## src/rtl/boot_entry_gate_pkg.sv

```systemverilog
package boot_entry_gate_pkg;

  // Strobes from the control module to the datapath. At most one of
  // winLoad, winDec, winClear is active in any cycle.
  typedef struct packed {
    logic winLoad;   // restart the window at its full count
    logic winDec;    // consume one instruction cycle of the window
    logic winClear;  // key consumed by a taken boot jump
    logic tgtCap;    // capture a jump target decision
    logic tgtToBoot; // the captured decision points into boot ROM
  } gateStb_t;

endpackage

```

## src/rtl/boot_entry_gate_ctrl.sv

```systemverilog
module boot_entry_gate_ctrl
  import boot_entry_gate_pkg::*;
(
  input  logic     clk,
  input  logic     rstN,
  input  logic     keyWrEn,
  input  logic     keyHit,
  input  logic     winArmed,
  input  logic     cycTick,
  input  logic     brkActive,
  input  logic     jmpDecode,
  output gateStb_t stb
);

  logic jumpTaken;
  logic writeAccepted;

  always_comb begin
    jumpTaken     = jmpDecode && winArmed;
    // A taken jump consumes the key; a matching write in the same cycle is dropped.
    writeAccepted = keyWrEn && keyHit && !jumpTaken;

    stb           = '0;
    stb.winClear  = jumpTaken;
    stb.winLoad   = writeAccepted;
    stb.winDec    = winArmed && cycTick && !brkActive && !writeAccepted && !jumpTaken;
    stb.tgtCap    = jmpDecode;
    stb.tgtToBoot = winArmed;
  end

  AST_STROBE_EXCLUSIVE: assert property (@(posedge clk) disable iff (!rstN)
    $onehot0({stb.winLoad, stb.winDec, stb.winClear}));

  AST_NO_COUNT_IN_BREAK: assert property (@(posedge clk) disable iff (!rstN)
    brkActive |-> !stb.winDec);

endmodule

```

## src/rtl/boot_entry_gate_dp.sv

```systemverilog
module boot_entry_gate_dp
  import boot_entry_gate_pkg::*;
#(
  parameter int              DATA_W    = 8,
  parameter int              KEY_W     = 6,
  parameter logic [KEY_W-1:0] KEY_PAT  = 6'b100110,
  parameter int              WINDOW    = 8,
  parameter int              ADDR_W    = 15,
  parameter logic [ADDR_W-1:0] BOOT_BASE = '0,
  localparam int             CNT_W     = $clog2(WINDOW + 1)
) (
  input  logic              clk,
  input  logic              rstN,
  input  gateStb_t          stb,
  input  logic [DATA_W-1:0] wrData,
  input  logic [ADDR_W-1:0] flashAddr,
  output logic              keyHit,
  output logic              winArmed,
  output logic [CNT_W-1:0]  winLeft,
  output logic              tgtValid,
  output logic              tgtBoot,
  output logic [ADDR_W-1:0] tgtAddr
);

  localparam logic [CNT_W-1:0] CNT_FULL = CNT_W'(WINDOW);

  logic [CNT_W-1:0] cntQ;
  logic             unusedHighBits;

  // Only the low KEY_W bits take part in the match.
  assign keyHit         = (wrData[KEY_W-1:0] == KEY_PAT);
  assign unusedHighBits = ^wrData[DATA_W-1:KEY_W];

  always_ff @(posedge clk) begin
    if (!rstN) begin
      cntQ <= '0;
    end else if (stb.winClear) begin
      cntQ <= '0;
    end else if (stb.winLoad) begin
      cntQ <= CNT_FULL;
    end else if (stb.winDec) begin
      cntQ <= cntQ - 1'b1;
    end
  end

  always_ff @(posedge clk) begin
    if (!rstN) begin
      tgtValid <= 1'b0;
      tgtBoot  <= 1'b0;
      tgtAddr  <= '0;
    end else begin
      tgtValid <= stb.tgtCap;
      if (stb.tgtCap) begin
        tgtBoot <= stb.tgtToBoot;
        tgtAddr <= stb.tgtToBoot ? BOOT_BASE : flashAddr;
      end
    end
  end

  assign winArmed = (cntQ != '0);
  assign winLeft  = cntQ;

  AST_COUNT_BOUNDED: assert property (@(posedge clk) disable iff (!rstN)
    cntQ <= CNT_FULL);

endmodule

```

## src/rtl/boot_entry_gate.sv

```systemverilog
module boot_entry_gate
  import boot_entry_gate_pkg::*;
#(
  parameter int               DATA_W    = 8,
  parameter int               KEY_W     = 6,
  parameter logic [KEY_W-1:0]  KEY_PAT   = 6'b100110,
  parameter int               WINDOW    = 8,
  parameter int               ADDR_W    = 15,
  parameter logic [ADDR_W-1:0] BOOT_BASE = 15'h7C00
) (
  input  logic              clk,
  input  logic              rstN,
  input  logic              keyWrEn,
  input  logic [DATA_W-1:0] keyWrData,
  input  logic              cycTick,
  input  logic              brkActive,
  input  logic              jmpDecode,
  input  logic [ADDR_W-1:0] jmpFlashAddr,
  output logic              keyLive,
  output logic              tgtValid,
  output logic              tgtBoot,
  output logic [ADDR_W-1:0] tgtAddr
);

  localparam int CNT_W = $clog2(WINDOW + 1);
  localparam logic [CNT_W-1:0] CNT_FULL = CNT_W'(WINDOW);

  gateStb_t         stb;
  logic             keyHit;
  logic             winArmed;
  logic [CNT_W-1:0] winLeft;

  boot_entry_gate_ctrl u_ctrl (
    .clk       (clk),
    .rstN      (rstN),
    .keyWrEn   (keyWrEn),
    .keyHit    (keyHit),
    .winArmed  (winArmed),
    .cycTick   (cycTick),
    .brkActive (brkActive),
    .jmpDecode (jmpDecode),
    .stb       (stb)
  );

  boot_entry_gate_dp #(
    .DATA_W    (DATA_W),
    .KEY_W     (KEY_W),
    .KEY_PAT   (KEY_PAT),
    .WINDOW    (WINDOW),
    .ADDR_W    (ADDR_W),
    .BOOT_BASE (BOOT_BASE)
  ) u_dp (
    .clk       (clk),
    .rstN      (rstN),
    .stb       (stb),
    .wrData    (keyWrData),
    .flashAddr (jmpFlashAddr),
    .keyHit    (keyHit),
    .winArmed  (winArmed),
    .winLeft   (winLeft),
    .tgtValid  (tgtValid),
    .tgtBoot   (tgtBoot),
    .tgtAddr   (tgtAddr)
  );

  assign keyLive = winArmed;

  // Port-level checks against the requirements.
  AST_RELOAD_FULL: assert property (@(posedge clk) disable iff (!rstN)
    (keyWrEn && keyWrData[KEY_W-1:0] == KEY_PAT && !(jmpDecode && keyLive))
      |=> (winLeft == CNT_FULL));

  AST_MISS_STAYS_CLEAR: assert property (@(posedge clk) disable iff (!rstN)
    (!keyLive && !(keyWrEn && keyWrData[KEY_W-1:0] == KEY_PAT)) |=> !keyLive);

  AST_TICK_STEP: assert property (@(posedge clk) disable iff (!rstN)
    (keyLive && cycTick && !brkActive && !keyWrEn && !jmpDecode)
      |=> (winLeft == $past(winLeft) - 1'b1));

  AST_BREAK_FREEZE: assert property (@(posedge clk) disable iff (!rstN)
    (brkActive && !keyWrEn && !jmpDecode) |=> $stable(winLeft));

  AST_BOOT_TAKEN: assert property (@(posedge clk) disable iff (!rstN)
    (jmpDecode && keyLive) |=> (tgtValid && tgtBoot && tgtAddr == BOOT_BASE && !keyLive));

  AST_FLASH_TAKEN: assert property (@(posedge clk) disable iff (!rstN)
    (jmpDecode && !keyLive) |=> (tgtValid && !tgtBoot && tgtAddr == $past(jmpFlashAddr)));

  AST_VALID_PULSE: assert property (@(posedge clk) disable iff (!rstN)
    !jmpDecode |=> !tgtValid);

endmodule

```

## config.mk

```make
export PLATFORM = sky130hd
export DESIGN_NAME = boot_entry_gate
export DESIGN_NICKNAME = d
export VERILOG_FILES = /design/src/rtl/boot_entry_gate_pkg.sv /design/src/rtl/boot_entry_gate_ctrl.sv /design/src/rtl/boot_entry_gate_dp.sv /design/src/rtl/boot_entry_gate.sv
export SDC_FILE = /design/constraint.sdc
export NUM_CORES = 1
export LEC_CHECK = 0
export BUFFER_PORTS_ARGS = -buffer_cell sky130_fd_sc_hd__buf_2
export CORE_MARGIN = 8
export CORE_UTILIZATION = 44
export DETAILED_ROUTE_END_ITERATION = 12
export PLACE_DENSITY = 0.77
export SETUP_SLACK_MARGIN = 0.1
export SYNTH_ARGS = -nofsm -noshare
export SYNTH_HDL_FRONTEND = slang
export SYNTH_HIERARCHICAL = 1
export SYNTH_SLANG_ARGS = --single-unit
```

## constraint.sdc

```tcl
create_clock -name clk -period 2.4 [get_ports clk]
set_clock_uncertainty 0.15 [all_clocks]
set_input_delay 0.48 -clock clk [delete_from_list [all_inputs] [get_ports clk]]
set_output_delay 0.48 -clock clk [all_outputs]
set_load 0.01 [all_outputs]
```

==> impl_results.md <==
- Worst hold path class: in2reg
- Initial detailed-routing violation count: 29
- Yosys reg bits: 21
- # diodes: 0
- Max Clock Freq: 480 MHz
- Vias: 774
- First-pass GRT wire length: 3540 um
- Final wirelength: 2120 um
- Die X-Extent: 62.2 um
- Crit path max fanout: 6
- Leak Pwr: 0.562 nW
- Final setup TNS: 0 ns
- Buffers on Ports: 44
- Area Overhead vs Synth: 24.5%
- Wirelength per Cell: 13.0 um
- Post-synthesis cell area: 940 um2
- DRC viols: 0
- Top cell type's share of synthesized area: 0.447
- GRT Resource Usage Total: 0.106
- CTS buffer count: 3
- Top cells by area, synth: dfxtp_1 (45%), nor2b_1 (14%), o221a_2 (6.0%)
- Critical-path cell list: inv_1, ha_1, nand2_1, nand4bb_1, a21oi_2, nor4b_4, xor2_1, o211a_1
- Register area share after synthesis: 0.447
- Count of final hold-check violations: 0
- Post-Synthesis Cells: 96
- WP data arrival: 2.14 ns
- Crit path capture type: flip-flop
- Cell Pwr Density: 543 nW/um2
- WP data required: 2.46 ns
- Nets: 168
- Fillers: 183
- Outcome: finished, final reports clean
- Clock Path Buffers: 2
- Count of cell types in the netlist: 25
- FFs w/ async S/R, synth: 0
- Top FF cell, synth: dfxtp_1
- Worst R2R Setup Slack: 0.32 ns
- Post-DRT Antenna Nets: 0
- Root Buffer: clkbuf_4
- Syn_area_per_cell: 9.79 um2
- Global route overflow: 0
- Post-detail-place hpwl: 1690 um
- CTS resizes: 0
- Worst-skew pair later-pin latency: 0.30 ns
- # clock sinks: 21
- Share of post-route cells with drive strength above 1: 0.426
- Router iterations before antenna repair: 4
- Hold Buf Count CTS: 0
- Actual slew at the worst max-slew pin: 0.358 ns
- Height of the die: 62.2 um
- Std-Cell Rows: 16
- Gpl congestion: 0.661
- Setup violations, final: 0
- Setup Buffers After CTS: 0
- VDD IR-drop max: 306 uV
- Period Utilization, post-route: 0.869
- Yosys top cell by area: dfxtp_1
- DIE AREA: 3870 um2
- Final Total Pwr: 0.635 mW
- IO Count: 47
- Worst-path clk slew: 0.12 ns
- Fin. max-slew vios: 0
- CTS tree: yes
- Initial core utilization: 0.474
- Dpl cells: 159
- Max Cap Violations: 0
- Crit Path Class: reg2reg
- CTS H-tree depth: 1
- Initial antenna violation count: 0
- Total core area: 1980 um2
- CP max stage delay: 0.42 ns
- Largest net degree at the start of global routing: 22
- Slowest CP cell: dfxtp_1
- Number of synthesized flops with an enable pin: 0
- Setup crit start kind: flip-flop
- Commonest cells in the netlist: dfxtp_1 (21), nor2b_1 (21), a21oi_1 (10)
- Yosys warns: 6
- Fin crit period: 2.08 ns
- Synthesized Nets: 127
- Relative slew slack: 0.761
- Vias per cell: 4.75
- RSZ-0062 raised after global routing: false
- Non-Filler Instances: 163
- Vias in the first global route: 802
## critical path, delay by kind of cell (launching register included)
kind | cells | cell delay (ns)
adders and majority gates | 1 | 0.22
DFF | 1 | 0.42
and+or+nand+nor | 3 | 0.56
xor gates and xnor gates | 1 | 0.09
AOI/OAI and AO/OA | 2 | 0.45
buffers and inverters | 1 | 0.10
## report_power, final
part / switching [mW] / leakage (nW) / internal, mW
combinational: 0.0441 / 0.372 / 0.0488
clock: 0.108 / 0.0177 / 0.0621
sequential: 0.00676 / 0.173 / 0.365
total: 0.159 / 0.562 / 0.476
## path summary, 6_finish.rpt
path / startpoint / to / cells after the start
worst max-delay path: u_dp/winLeft[0] / u_dp/winLeft[3] / 8
worst min-delay path: jmpFlashAddr[8] / u_dp/tgtAddr[8] / 3
worst max register to register: u_dp/winLeft[0] / u_dp/winLeft[3] / 8
worst min register to register: u_dp/tgtBoot / u_dp/tgtBoot / 2
## layout make-up
cell class	instances	area, um2	share of cell area
inverter	4	15.0	0.0128
multi-input combinational	62	445	0.381
clock buffer	3	22.5	0.0193
tap	27	33.8	0.0289
sequential	21	420	0.359
timing repair buffer	45	228	0.195
clock inverter	1	5.00	0.00428
## state kept, by name (all words and copies together), names as in the netlist
name,flops
u_dp/tgtAddr,15
u_dp/winLeft,4
u_dp/tgtBoot,1
u_dp/tgtValid,1
## layout by cell type (no fill, tap or decap)
cell type,Yosys,layout
buf_2,2,44
nor2b_1,21,21
dfxtp_1,21,21
a21oi_1,10,10
nor2_1,5,5
o221a_2,5,5
inv_1,4,4
clkbuf_4,0,3
nand2_1,3,3
nand4bb_1,2,2
xor2_1,2,2
ha_1,2,2
clkinv_2,0,1
and2_4,1,1
a21oi_2,1,1
nor3b_1,1,1
nand3_1,1,1
a211oi_1,1,1
xnor2_1,1,1
nand2b_2,1,1
and2b_1,1,1
nor4b_4,1,1
o211a_1,1,1
and2_1,1,1
mux2i_1,1,1
buf_4,6,1
## per-stage QoR
step                 util  instance area, um2  setup WS (ns)  hold slack (ns)
floorplan               -                 940          0.510            0.348
finish              0.590                1170          0.315            0.273
detailed placement  0.576                1140          0.338            0.362
global placement    0.576                1140          0.404            0.344
global route        0.590                1170          0.194            0.268
CTS                 0.590                1170          0.326            0.271
## metal layers
| metal | routed length (um) | vias up | part of all wire | global-route usage |
|---|---|---|---|---|
| li1 | - | 396 | - | - |
| met1 | 927 | 350 | 0.44 | 0.113 |
| met2 | 1030 | 26 | 0.49 | 0.189 |
| met3 | 149 | 2 | 0.070 | 0.0412 |
| met4 | 14 | 0 | 0.0066 | 0.0262 |
| met5 | 0 | - | 0 | 0 |
## cell families after synthesis
kind of cell	Yosys count	synth area share
adders and majority gates	2	0.0266
DFF	21	0.447
muxes	1	0.0107
buffers and inverters	13	0.0786
xor gates and xnor gates	3	0.0280
AOI/OAI and AO/OA	18	0.141
and+or+nand+nor	38	0.268
No activity file was read; power rests on OpenSTA's default activity.
